==> src/rtl/acq_boost_pkg.sv <==
package acq_boost_pkg;
  // Strobes sent from the control module to the count datapath.
  typedef struct packed {
    logic load;  // load the count with the programmed timeout
    logic dec;   // step the count down by one
  } cntCmd_t;
endpackage

==> src/rtl/acq_boost_dp.sv <==
module acq_boost_dp
  import acq_boost_pkg::*;
#(
  parameter int CNT_W = 6
) (
  input  logic             clk,
  input  logic             rst,
  input  cntCmd_t          cmd,
  input  logic [CNT_W-1:0] loadVal,
  output logic             cntZero
);
  localparam logic [CNT_W-1:0] ONE = CNT_W'(1);

  logic [CNT_W-1:0] cnt;

  always_ff @(posedge clk) begin
    if (rst)           cnt <= '0;
    else if (cmd.load) cnt <= loadVal;
    else if (cmd.dec)  cnt <= cnt - ONE;
  end

  assign cntZero = (cnt == '0);
endmodule

==> src/rtl/acq_boost_fsm.sv <==
module acq_boost_fsm
  import acq_boost_pkg::*;
(
  input  logic    clk,
  input  logic    rst,
  input  logic    wrStrobe,
  input  logic    wrKick,
  input  logic    boostEn,
  input  logic    timeoutEn,
  input  logic    pdStrobe,
  input  logic    cntZero,
  output cntCmd_t cmd,
  output logic    active,
  output logic    kick
);
  logic kickQ, activeQ;
  logic wrSet, tick, expire, kickNext, activeNext;

  always_comb begin
    wrSet  = wrStrobe & wrKick;
    // A phase-detector strobe only counts while the boost is running.
    tick   = activeQ & pdStrobe & boostEn;
    // A rewrite of 1 in the same cycle wins over expiry.
    expire = tick & timeoutEn & cntZero & ~wrSet;

    if (wrStrobe)    kickNext = wrKick;
    else if (expire) kickNext = 1'b0;
    else             kickNext = kickQ;

    if (!boostEn)     activeNext = 1'b0;
    else if (activeQ) activeNext = ~(tick & (~kickQ | expire));
    else              activeNext = kickQ;

    cmd.load = wrSet;
    cmd.dec  = tick & timeoutEn & ~cntZero & ~wrSet;
  end

  always_ff @(posedge clk) begin
    if (rst) begin
      kickQ   <= 1'b0;
      activeQ <= 1'b0;
    end else begin
      kickQ   <= kickNext;
      activeQ <= activeNext;
    end
  end

  assign active = activeQ;
  assign kick   = kickQ;
endmodule

==> src/rtl/acq_boost_ctrl.sv <==
module acq_boost_ctrl
  import acq_boost_pkg::*;
#(
  parameter int CNT_W = 6
) (
  input  logic             clk,
  input  logic             rst,
  input  logic             wrStrobe,
  input  logic             wrKick,
  input  logic             boostEn,
  input  logic             timeoutEn,
  input  logic             divQuarter,
  input  logic [CNT_W-1:0] timeoutVal,
  input  logic             pdStrobe,
  output logic             cpGain4x,
  output logic             pinOe,
  output logic             divScale,
  output logic             kickStatus
);
  cntCmd_t cmd;
  logic    cntZero, active, kick;

  acq_boost_fsm i_fsm (
    .clk(clk), .rst(rst), .wrStrobe(wrStrobe), .wrKick(wrKick),
    .boostEn(boostEn), .timeoutEn(timeoutEn), .pdStrobe(pdStrobe),
    .cntZero(cntZero), .cmd(cmd), .active(active), .kick(kick)
  );

  acq_boost_dp #(.CNT_W(CNT_W)) i_dp (
    .clk(clk), .rst(rst), .cmd(cmd), .loadVal(timeoutVal), .cntZero(cntZero)
  );

  assign cpGain4x   = active;
  assign pinOe      = active;
  assign divScale   = active & divQuarter;
  assign kickStatus = kick;
endmodule

==> config.mk <==
export PLATFORM = sky130hd
export DESIGN_NAME = acq_boost_ctrl
export DESIGN_NICKNAME = d
export VERILOG_FILES = /design/src/rtl/acq_boost_pkg.sv /design/src/rtl/acq_boost_dp.sv /design/src/rtl/acq_boost_fsm.sv /design/src/rtl/acq_boost_ctrl.sv
export SDC_FILE = /design/constraint.sdc
export NUM_CORES = 1
export LEC_CHECK = 0
export BUFFER_PORTS_ARGS = -buffer_cell sky130_fd_sc_hd__buf_2
export CAP_MARGIN = 20
export CORE_MARGIN = 5
export CORE_UTILIZATION = 25
export DETAILED_ROUTE_END_ITERATION = 6
export MAX_ROUTING_LAYER = met4
export PLACE_DENSITY_LB_ADDON = 0.25
export SETUP_SLACK_MARGIN = 0.1
export SLEW_MARGIN = 30
export SYNTH_ARGS = -nofsm -noshare
export SYNTH_HDL_FRONTEND = slang
export SYNTH_HIERARCHICAL = 1
export SYNTH_SLANG_ARGS = --single-unit
==> constraint.sdc <==
create_clock -name clk -period 4.91 [get_ports clk]
set_input_delay 0.7365 -clock clk [delete_from_list [all_inputs] [get_ports clk]]
set_output_delay 0.7365 -clock clk [all_outputs]
set_load 0.03 [all_outputs]
# Yosys cells after proc, flatten, opt, wreduce, memory -nomap -nowiden
# Cells that the tools add are included.
dict set report totals {
  reg_bits 8
  out_inout_bits 4
  word_cells 29
}
dict set report op_classes {
  addsub 1
  muxes 5
  bitwise_logic 16
  reduce_logical 4
}
# operator count
set ops {}
lappend ops {{$mux 6} 2}
lappend ops {{$and 1x1->1} 10}
lappend ops {{$logic_not 6->1} 1}
lappend ops {{$sub 6x1->6 const B} 1}
lappend ops {{$not 1->1} 5}
lappend ops {{$reduce_bool 2->1} 2}
lappend ops {{$mux 1} 3}
lappend ops {{$reduce_or 2->1} 1}
lappend ops {{$or 1x1->1} 1}

# Depth between registers and ports, before layout
# Gate-level depths: netlist of run 1.
dict set report logic_depth {
  ltp_word 9
  depth_mapped 7
  depth_no_buf 7
}

# Modules after synthesis
# The synthesis of run 1 kept the hierarchy.
# mod instances cells_per_inst area_per_inst_um2
set by_module_without_submodules {}
lappend by_module_without_submodules {acq_boost_dp 1 38 342.8}
lappend by_module_without_submodules {acq_boost_fsm 1 13 110.1}
lappend by_module_without_submodules {acq_boost_ctrl 1 2 13.8}

# Worst setup path before layout of run 1
# Ideal clock, no wire load.
dict set report synth_timing {
  kind {input-to-reg}
  start {input wrStrobe}
  end {register i_dp.cnt[4]}
  arrival_time_ps 2140
  slack_ps 2679
  stages 5
  path_buffers 0
  cell_sequence {and2_4 nor3_1 nand2_2 or4_1 a311oi_1}
}
# item line
set synth_rtl {}
lappend synth_rtl {{start: declaration} acq_boost_ctrl.sv:8} ;# input logic wrStrobe,
lappend synth_rtl {{end signal: assignment} acq_boost_dp.sv:18} ;# else if (cmd.load) cnt <= loadVal;
lappend synth_rtl {{end signal: assignment} acq_boost_dp.sv:19} ;# else if (cmd.dec) cnt <= cnt - ONE;
lappend synth_rtl {{end: declaration} acq_boost_dp.sv:14} ;# logic [CNT_W-1:0] cnt;

==> summary.md, run 1 <==
| Metric | Value |
|---|---|
| Top Ports | `18` |
| Crit-path max FO | `7` |
| Cells after Synth | `53` |
| First-pass GRT wire length | `~1600 µm` |
| Max Slew Vio Count | `0` |
| Initial DRC count | `13` |
| Mapped Nets | `69` |
| Root buf cell | `clkbuf_4` |
| Distinct cell type count after synthesis | `27` |
| # resized after CTS | `0` |
| Remaining global-route overflow | `0` |
| Crit Path Category | `flip-flop to flip-flop` |
| Routed vias/inst | `approximately 4.5` |
| Initial Util | `approximately a quarter` |
| Mean Syn Cell Area | `slightly below 9 µm²` |
| Final cell count without fillers | `96` |
| Initial antenna violation count | `0` |
| Final period utilization | `between 40% and 50%` |
| Minimum clock period after layout | `between 2 and 2.5 ns` |
| Pwr per Cell Area | `248 nW/µm²` |
| WL met2 | `422 µm` |
| Worst min path class | `flip-flop to flip-flop` |
| H-tree depth | `1` |
| Total Wirelength | `about 1000 µm` |
| Worst slew margin | `around half` |
| FP Rows | `15` |
| Synth warn | `6` |
| CTS clk-pin slew, worst paths | `about 0.060 ns` |
| M1 wire length | `between 500 and 600 µm` |
| DR WL/cell | `approximately 11 µm` |
| Core ar. | `1750 µm²` |
| Inserted Clock Buffers | `3` |
| DRT Pass-1 Iters | `4` |
| Final hold violation count | `0` |
| Post-synthesis sequential area ratio | `around a third` |
| Least-Margin Pin Slew | `approximately 0.74 ns` |
| Run status | `completed` |
| Clock Sinks | `8` |
| Hold Buf Count CTS | `0` |
| Unrepaired setup endpoints after global routing | `no` |
| Detail Route met3 WL | `~110 µm` |
| P_leak | `0.252 nW` |
| DRC viols | `0` |
| Fill cell count | `206` |
| TNS Setup | `0 ns` |
| Top Layer Used | `met3` |
| CTS tree | `yes` |
| Top cell type's share of synthesized area | `between 30% and 40%` |
| Final Skew | `0.00145 ns` |
| Chip Height | `~53 µm` |
| Die area | `between 2000 and 3000 µm²` |
| Clk buf depth | `2` |
| Top post-synthesis cells by area | `dfxtp_1 34%, nor2_1 5.6%, ha_1 5.4%` |
| Final setup vio count | `0` |
| Worst setup EP type | `flip-flop` |
| Latest clock arrival within the worst-skew pair | `between 0.2 and 0.3 ns` |
| Die W | `around 53 µm` |
| Via count | `between 400 and 500` |
| Commonest cells after routing, fill and taps aside | `17 x buf_2, 8 x dfxtp_1, 7 x nor2_1` |
| Layout cells sized above 1 | `36.6%` |
| Area leader, netlist | `dfxtp_1` |
| Area grow syn2layout | `26.5%` |
| Antenna-violating nets left | `0` |
| Max VDD drop | `approximately 77 µV` |
| Setup repair bufs after CTS | `0` |
| # port buffers | `17` |
| Req. time, crit path | `about 5.1 ns` |
| CP Data Arrival Time | `roughly 2.5 ns` |
| Number of global-route vias before repair | `between 400 and 500` |
| Most common cell after layout, fill and taps aside | `buf_2` |
| Post-DP HPWL | `around 840 µm` |
| Register area | `about 160 µm²` |
| Post-Synthesis Cell Area | `467 µm²` |
| Nets | `89` |
| Multi-input gate area | `roughly 280 µm²` |
| Placed cells | `93` |
| Overall global routing resource usage | `8.19%` |
| Maxcap violations | `0` |
| RD Place Congestion | `around 0.77` |
| #FFs+latches synth | `8` |
| Antenna cells | `0` |
| Largest net degree at the start of global routing | `10` |
| Critical Path Start Type | `flip-flop` |
| Max frequency | `0.420 GHz` |
[layer usage]
layer  vias to the layer above  GRT usage, %
met5                         -             -
met4                         0          5.11
met3                         0          1.97
met2                        16          11.6
met1                       193          10.3
li1                        226             -
[Yosys cell counts]
master / n
mux2i_1: 1
xor2_1: 2
nor3_1: 4
nand4_1: 1
dfxtp_1: 8
nor2b_1: 2
a311oi_1: 2
xnor2_1: 1
nor2_1: 7
ha_1: 2
and2_4: 1
or4_1: 1
a21oi_1: 2
inv_1: 4
and3b_1: 1
nor3b_2: 1
o31ai_1: 1
a2111oi_0: 1
a211o_2: 1
nor4b_2: 1
a211oi_1: 2
and2_1: 1
nand2_1: 1
buf_4: 2
and3_2: 1
o21ai_0: 1
nand2_2: 1
[flip-flops by register name, summed over array words and instances, names as in the netlist]
signal,cells
i_dp/cnt,6
i_fsm/active,1
i_fsm/kick,1
[worst max-delay path, cell delays in order, from the launching register on]
cell and delay, ns:
dfxtp_1 0.40, inv_1 0.09, ha_1 0.19, and3b_1 0.16, nor3_1 0.62, nand2_2 0.15
or4_1 0.42, a311oi_1 0.26
[report_power, final]
group,switching (W),internal (W)
clock network,0.0000219,0.0000279
logic,0.0000124,0.0000118
registers,0.00000369,0.0000687
[layout make-up]
type                       count  area share [%]
multi-input combinational     39            46.8
sequential                     8            27.1
inverter                       4            2.54
timing repair buffer          17            14.4
clock buffer                   3            3.81
tap                           25            5.30
[stage by stage]
stage	hold slack [ns]	total power [W]	util, %	setup WS, ns	area [µm²]
after floorplan	0.469	0.0000887	-	2.68	467
after global placement	0.496	0.0000980	32.5	2.43	568
after detailed placement	0.510	0.0000982	32.5	2.37	568
after CTS	0.520	0.000150	33.8	2.53	591
after global routing	0.551	0.000158	33.8	2.35	591
final	0.512	0.000146	33.8	2.53	591
[cell families after synthesis]
family,count (synthesis),share of synthesized area [%]
and+or+nand+nor,23,30.3
adders and majority gates,2,5.36
AOI/OAI and AO/OA,10,15.8
DFF,8,34.3
xor gates and xnor gates,3,5.63
buffers and inverters,6,6.43
muxes,1,2.14
[path summary, 6_finish.rpt]
kind | startpoint | end | slack, ns | cells past startpoint
setup reg to reg | i_dp/cnt[0] | i_dp/cnt[4] | 2.53 | 7
hold / removal | i_dp/cnt[4] | i_dp/cnt[4] | 0.51 | 2
setup / recovery | i_dp/cnt[0] | i_dp/cnt[4] | 2.53 | 7
hold reg to reg | i_dp/cnt[4] | i_dp/cnt[4] | 0.51 | 2
Power figures use the tool's default switching activity.
==> run 2: changes to the inputs <==
==> constraint.sdc (replaced) <==
create_clock -name clk -period 2.2 [get_ports clk]
set_input_delay 0.33 -clock clk [delete_from_list [all_inputs] [get_ports clk]]
set_output_delay 0.33 -clock clk [all_outputs]
set_load 0.03 [all_outputs]
==> run 2 against run 1 <==
Sequential power rose by 120%. Cell count increased by 1.0%. Highest routed layer unchanged. Clock skew increased by 0.00088 ns. Die area is the same.
==> summary.md, run 2 (synthesis results as in run 1) <==
| Metric | Value |
|---|---|
| Antenna cells | `0 (unchanged)` |
| Antenna-violating nets left | `0 (unchanged)` |
| Final Skew | `0.00234 ns (was 0.00145 ns)` |
| Unrepaired setup endpoints after global routing | `no (unchanged)` |
| Largest net degree at the start of global routing | `10 (unchanged)` |
| Pwr per Cell Area | `544 nW/µm² (was 248 nW/µm²)` |
| Commonest cells after routing, fill and taps aside | `17 x buf_2, 8 x dfxtp_1, 7 x nor2_1 (unchanged)` |
| Initial antenna violation count | `0 (unchanged)` |
| Crit path from | `i_dp/cnt[0] (unchanged)` |
| DRC viols | `0 (unchanged)` |
| CTS tree | `yes (unchanged)` |
| Final Cell Area | `603 µm² (was 591 µm²)` |
| Root buf cell | `clkbuf_4 (unchanged)` |
| Post-DP HPWL | `821 µm (was 841 µm)` |
| RD Place Congestion | `0.795 (was 0.771)` |
| Core ar. | `1750 µm² (unchanged)` |
| Crit Path Category | `flip-flop to flip-flop (unchanged)` |
| First-pass GRT wire length | `1520 µm (was 1640 µm)` |
| Inserted Clock Buffers | `3 (unchanged)` |
| Max Slew Vio Count | `0 (unchanged)` |
| CTS clk-pin slew, worst paths | `0.05 ns (was 0.06 ns)` |
| Req. time, crit path | `2.36 ns (was 5.07 ns)` |
| Crit-path max FO | `4 (was 7)` |
| Minimum clock period after layout | `1.90 ns (was 2.38 ns)` |
| Worst setup EP type | `flip-flop (unchanged)` |
| Critical Path Start Type | `flip-flop (unchanged)` |
| Clk buf depth | `2 (unchanged)` |
| Initial DRC count | `4 (was 13)` |
| Total Wirelength | `1050 µm (was 1040 µm)` |
| Routed vias/inst | `4.55 (was 4.53)` |
| Worst Min Path Start | `timeoutVal[0] (was i_dp/cnt[4])` |
| Top Ports | `18 (unchanged)` |
| Final setup vio count | `0 (unchanged)` |
| Worst min path class | `input port to flip-flop (was flip-flop to flip-flop)` |
| Max FFs per register | `6 (unchanged)` |
| P_leak | `0.259 nW (was 0.252 nW)` |
| # resized after CTS | `0 (unchanged)` |
| FP Rows | `15 (unchanged)` |
| Area grow syn2layout | `29.2% (was 26.5%)` |
| Remaining global-route overflow | `0 (unchanged)` |
| Latest clock arrival within the worst-skew pair | `0.25 ns (about the same)` |
| Number of global-route vias before repair | `360 (was 403)` |
| Design Power | `0.000328 W (was 0.000146 W)` |
| Final hold slack | `0.314 ns (was 0.512 ns)` |
| Setup repair bufs after CTS | `0 (unchanged)` |
| Final hold violation count | `0 (unchanged)` |
| Nets | `90 (was 89)` |
| Most flops, register | `i_dp/cnt (unchanged)` |
| Run status | `completed (unchanged)` |
| Most common cell after layout, fill and taps aside | `buf_2 (unchanged)` |
| Clock Sinks | `8 (unchanged)` |
| Worst slew margin | `76.3% (was 50.6%)` |
| CP Data Arrival Time | `2.06 ns (was 2.54 ns)` |
| Maxcap violations | `0 (unchanged)` |
| Overall global routing resource usage | `7.96% (was 8.19%)` |
| Hold Buf Count CTS | `0 (unchanged)` |
| Max frequency | `0.527 GHz (was 0.420 GHz)` |
| DRT Pass-1 Iters | `2 (was 4)` |
| Final period utilization | `86.2% (was 48.4%)` |
| Die area | `2830 µm² (unchanged)` |
| Register area | `160 µm² (unchanged)` |
| Via count | `441 (was 435)` |
| Placed Area | `581 µm² (was 568 µm²)` |
| Die W | `53.2 µm (unchanged)` |
| TNS Setup | `0 ns (unchanged)` |
| # port buffers | `17 (unchanged)` |
| Layout cells sized above 1 | `38.9% (was 36.6%)` |
| Multi-input gate area | `282 µm² (was 277 µm²)` |
| Max VDD drop | `331 µV (was 76.5 µV)` |
| Fill cell count | `189 (was 206)` |
| Chip Height | `53.2 µm (unchanged)` |
| R2r startpoint | `i_dp/cnt[0] (unchanged)` |
| Initial Util | `26.7% (unchanged)` |
| Least-Margin Pin Slew | `0.346 ns (was 0.736 ns)` |
| DR WL/cell | `10.8 µm (was 10.9 µm)` |
| H-tree depth | `1 (unchanged)` |
-- run 2: cell count changes in the layout (fill, tap and decap cells not counted) --
cell,change
buf_4,+1
nor3_2,+1
nor3_1,-1
-- run 2: critical path, cell delays in order (launching register included) --
cell and delay (ns):
dfxtp_1 0.39, inv_1 0.09, ha_1 0.19, and3b_1 0.17
nor3_2 0.22, nand2_2 0.10, or4_1 0.39, a311oi_1 0.25
-- run 2: final timing paths --
path                               endpoint  slack, ns  cells past startpoint
worst max-delay path            i_dp/cnt[4]       0.30                      7
worst min register to register  i_dp/cnt[4]       0.52                      2
worst min-delay path            i_dp/cnt[0]       0.31                      3
worst max register to register  i_dp/cnt[4]       0.30                      7
-- run 2: per-layer routing --
metal / wire length, µm / up-vias / GRT usage, % / part of all wire (%)
met5: 0 / - / - / 0
met2: 439 / 16 / 10.6 / 42
met1: 494 / 198 / 9.66 / 47
met3: 114 / 0 / 5.07 / 11
li1: - / 227 / - / -
met4: 0 / 0 / 2.55 / 0
-- run 2: layout make-up --
type                    instances  share of cell area [%]
multi-input cells              39                    46.7
flip-flops and latches          8                    26.6
repair buffers                 18                    15.4
well taps                      25                    5.19
clock buffers                   3                    3.73
inverters                       4                    2.49
-- run 2: metrics by stage --
step	worst slack (ns)	util, %	std cells
2_1_floorplan	0.240	-	53
3_3_place_gp	0.363	33.3	94
3_5_place_dp	0.318	33.3	94
4_1_cts	0.288	34.6	97
5_1_grt	0.157	34.6	97
6_report	0.303	34.6	97
-- run 2: power by group --
part,switching [W],internal (W),leakage [nW]
Clock,0.0000490,0.0000624,0.0138
Sequential,0.00000780,0.000153,0.0657
Combinational,0.0000291,0.0000266,0.180
==> run 3: changes to the inputs <==
--- a/config.mk
+++ b/config.mk
@@ -5,11 +5,11 @@
 export SDC_FILE = /design/constraint.sdc
 export NUM_CORES = 1
 export LEC_CHECK = 0
-export BUFFER_PORTS_ARGS = -buffer_cell sky130_fd_sc_hd__buf_2
 export CAP_MARGIN = 20
 export CORE_MARGIN = 5
 export CORE_UTILIZATION = 25
 export DETAILED_ROUTE_END_ITERATION = 6
+export DONT_BUFFER_PORTS = 1
 export MAX_ROUTING_LAYER = met4
 export PLACE_DENSITY_LB_ADDON = 0.25
 export SETUP_SLACK_MARGIN = 0.1
==> run 3 against run 2 <==
Non-clock buffer count shrank 16. Clock skew shrank 0.00051 ns. Routed wire length shrank 4.8%. Final area shrank 13%. Count of clock-buffer cells in the layout is the same. Clock power is essentially flat. Critical path depth is the same. Die area is the same. Sequential share of layout area grew 3.9 points. Utilization shrank 4.4 points. Largest power group unchanged.
==> summary.md, run 3 (synthesis results as in run 1) <==
| Metric | Value |
|---|---|
| Root buf cell | `clkbuf_4 (unchanged)` |
| Crit Path Category | `flip-flop to flip-flop (unchanged)` |
| Core ar. | `1750 µm² (unchanged)` |
| Clock share of power | `35.3% (was 33.9%)` |
| # port buffers | `0 (was 17)` |
| Total Wirelength | `998 µm (was 1050 µm)` |
| CTS clk-pin slew, worst paths | `0.05 ns (about the same)` |
| CP Data Arrival Time | `2.01 ns (was 2.06 ns)` |
| Clk buf depth | `2 (unchanged)` |
| Hold EP | `i_dp/cnt[4] (was i_dp/cnt[0])` |
| Number of global-route vias before repair | `361 (was 360)` |
| Unrepaired setup endpoints after global routing | `no (unchanged)` |
| Layout cells sized above 1 | `21.4% (was 38.9%)` |
| Maxcap violations | `0 (unchanged)` |
| Worst slack, placed | `0.286 ns (was 0.318 ns)` |
| Final period utilization | `84.1% (was 86.2%)` |
| Pwr per Cell Area | `594 nW/µm² (was 544 nW/µm²)` |
| DRC viols | `0 (unchanged)` |
| Die W | `53.2 µm (unchanged)` |
| Nets | `74 (was 90)` |
| Post-DP HPWL | `761 µm (was 821 µm)` |
| NetSw | `0.0000786 W (was 0.0000858 W)` |
| Commonest cells after routing, fill and taps aside | `8 x dfxtp_1, 7 x nor2_1, 4 x inv_1 (was 17 x buf_2, 8 x dfxtp_1, 7 x nor2_1)` |
| Least-Margin Pin Slew | `0.365 ns (was 0.346 ns)` |
| Final hold violation count | `0 (unchanged)` |
| R2R Setup Slk | `0.35 ns (was 0.30 ns)` |
| CTS tree | `yes (unchanged)` |
| Max VDD drop | `313 µV (was 331 µV)` |
| Internal cell power | `0.000233 W (was 0.000242 W)` |
| Area grow syn2layout | `12.6% (was 29.2%)` |
| Latest clock arrival within the worst-skew pair | `0.25 ns (about the same)` |
| Largest net degree at the start of global routing | `10 (unchanged)` |
| # resized after CTS | `0 (unchanged)` |
| R2r startpoint | `i_dp/cnt[0] (unchanged)` |
| Clock Sinks | `8 (unchanged)` |
| Worst Min Path Start | `rst (was timeoutVal[0])` |
| Max Slew Vio Count | `0 (unchanged)` |
| Fill cell count | `194 (was 189)` |
| Initial DRC count | `3 (was 4)` |
| Remaining global-route overflow | `0 (unchanged)` |
| Critical Path Start Type | `flip-flop (unchanged)` |
| Antenna-violating nets left | `0 (unchanged)` |
| First-pass GRT wire length | `1550 µm (was 1520 µm)` |
| Initial Util | `26.7% (unchanged)` |
| Reg power frac | `52.4% (was 49.1%)` |
| Crit-path leading delay family | `simple AND/OR/NAND/NOR gates (unchanged)` |
| Switch share | `25.2% (was 26.2%)` |
| WP buf/inv | `1 (unchanged)` |
| Top Ports | `18 (unchanged)` |
| FP Rows | `15 (unchanged)` |
| Reg2Reg Depth | `7 (unchanged)` |
| RD Place Congestion | `0.789 (was 0.795)` |
| Worst setup EP type | `flip-flop (unchanged)` |
| Via count | `386 (was 441)` |
| Run status | `completed (unchanged)` |
| DR WL/cell | `12.3 µm (was 10.8 µm)` |
| H-tree depth | `1 (unchanged)` |
| Routed vias/inst | `4.77 (was 4.55)` |
| Req. time, crit path | `2.36 ns (about the same)` |
| Initial antenna violation count | `0 (unchanged)` |
| Worst path max stage delay | `0.39 ns (about the same)` |
| Crit-path max FO | `4 (unchanged)` |
| Hold Buf Count CTS | `0 (unchanged)` |
| Critical path's slowest cell | `dfxtp_1 (unchanged)` |
| Antenna cells | `0 (unchanged)` |
| Max frequency | `0.541 GHz (was 0.527 GHz)` |
| P_leak | `0.189 nW (was 0.259 nW)` |
| Most flops, register | `i_dp/cnt (unchanged)` |
| Chip Height | `53.2 µm (unchanged)` |
| CP Cell Sequence | `inv_1, ha_1, and3b_1, nor3_2, nand2_2, or4_1, a311oi_1 (unchanged)` |
| Combinational power share | `12.3% (was 17.0%)` |
| Final setup vio count | `0 (unchanged)` |
| Hold Path Depth | `1 (was 3)` |
| DRT Pass-1 Iters | `4 (was 2)` |
| Die area | `2830 µm² (unchanged)` |
| Inserted Clock Buffers | `3 (unchanged)` |
| Max FFs per register | `6 (unchanged)` |
| Post-route setup slack | `0.351 ns (was 0.303 ns)` |
| Overall global routing resource usage | `8.03% (was 7.96%)` |
| Minimum clock period after layout | `1.85 ns (was 1.90 ns)` |
| Most common cell after layout, fill and taps aside | `dfxtp_1 (was buf_2)` |
| Worst min path class | `input port to flip-flop (unchanged)` |
| R2r endpoint | `i_dp/cnt[4] (unchanged)` |
| Worst slew margin | `75.6% (was 76.3%)` |
| TNS Setup | `0 ns (unchanged)` |
| Setup repair bufs after CTS | `0 (unchanged)` |
| Final Skew | `0.00183 ns (was 0.00234 ns)` |
[run 3: final cells by class]
| type | instances | area [µm²] | area share, % |
|---|---|---|---|
| clock buffers | 3 | 22.5 | 4.29 |
| multi-input cells | 39 | 282 | 53.6 |
| inverters | 4 | 15.0 | 2.86 |
| repair buffers | 2 | 15.0 | 2.86 |
| well taps | 25 | 31.3 | 5.95 |
| flip-flops and latches | 8 | 160 | 30.5 |
[run 3: through the flow]
step,std cells,power (W),util [%],instance area (µm²),hold WS [ns]
after detailed placement,78,0.000205,28.8,503,0.405
after CTS,81,0.000319,30.1,526,0.134
after floorplan,53,0.000199,-,472,0.399
after global routing,81,0.000332,30.1,526,0.124
final,81,0.000312,30.1,526,0.145
after global placement,78,0.000204,28.8,503,0.401
[run 3: how the worst max path moves through the flow]
| stage | startpoint | to | slack, ns | cells past startpoint |
|---|---|---|---|---|
| global placement | i_dp/cnt[0] | i_dp/cnt[4] | 0.33 | 7 |
| global route | i_dp/cnt[0] | i_dp/cnt[3] | 0.11 | 8 |
| finish | i_dp/cnt[0] | i_dp/cnt[4] | 0.35 | 7 |
| CTS | i_dp/cnt[0] | i_dp/cnt[3] | 0.26 | 8 |
| detailed placement | i_dp/cnt[0] | i_dp/cnt[3] | 0.29 | 8 |
| floorplan | i_dp/cnt[0] | i_dp/cnt[4] | 0.24 | 7 |
[run 3: layer usage]
metal	global-route usage, %	vias up	share of wire [%]
li1	-	197	-
met1	10.4	171	45
met2	10.4	18	44
met3	4.51	0	12
met4	2.55	0	0
met5	-	-	0
[run 3: power groups by stage]
stage | clock [W] | combinational (W) | sequential [W]
2_1_floorplan | 0 | 0.0000329 | 0.000166
3_3_place_gp | 0 | 0.0000379 | 0.000166
3_5_place_dp | 0 | 0.0000383 | 0.000166
4_1_cts | 0.000117 | 0.0000390 | 0.000163
5_1_grt | 0.000123 | 0.0000453 | 0.000164
6_report | 0.000110 | 0.0000385 | 0.000163
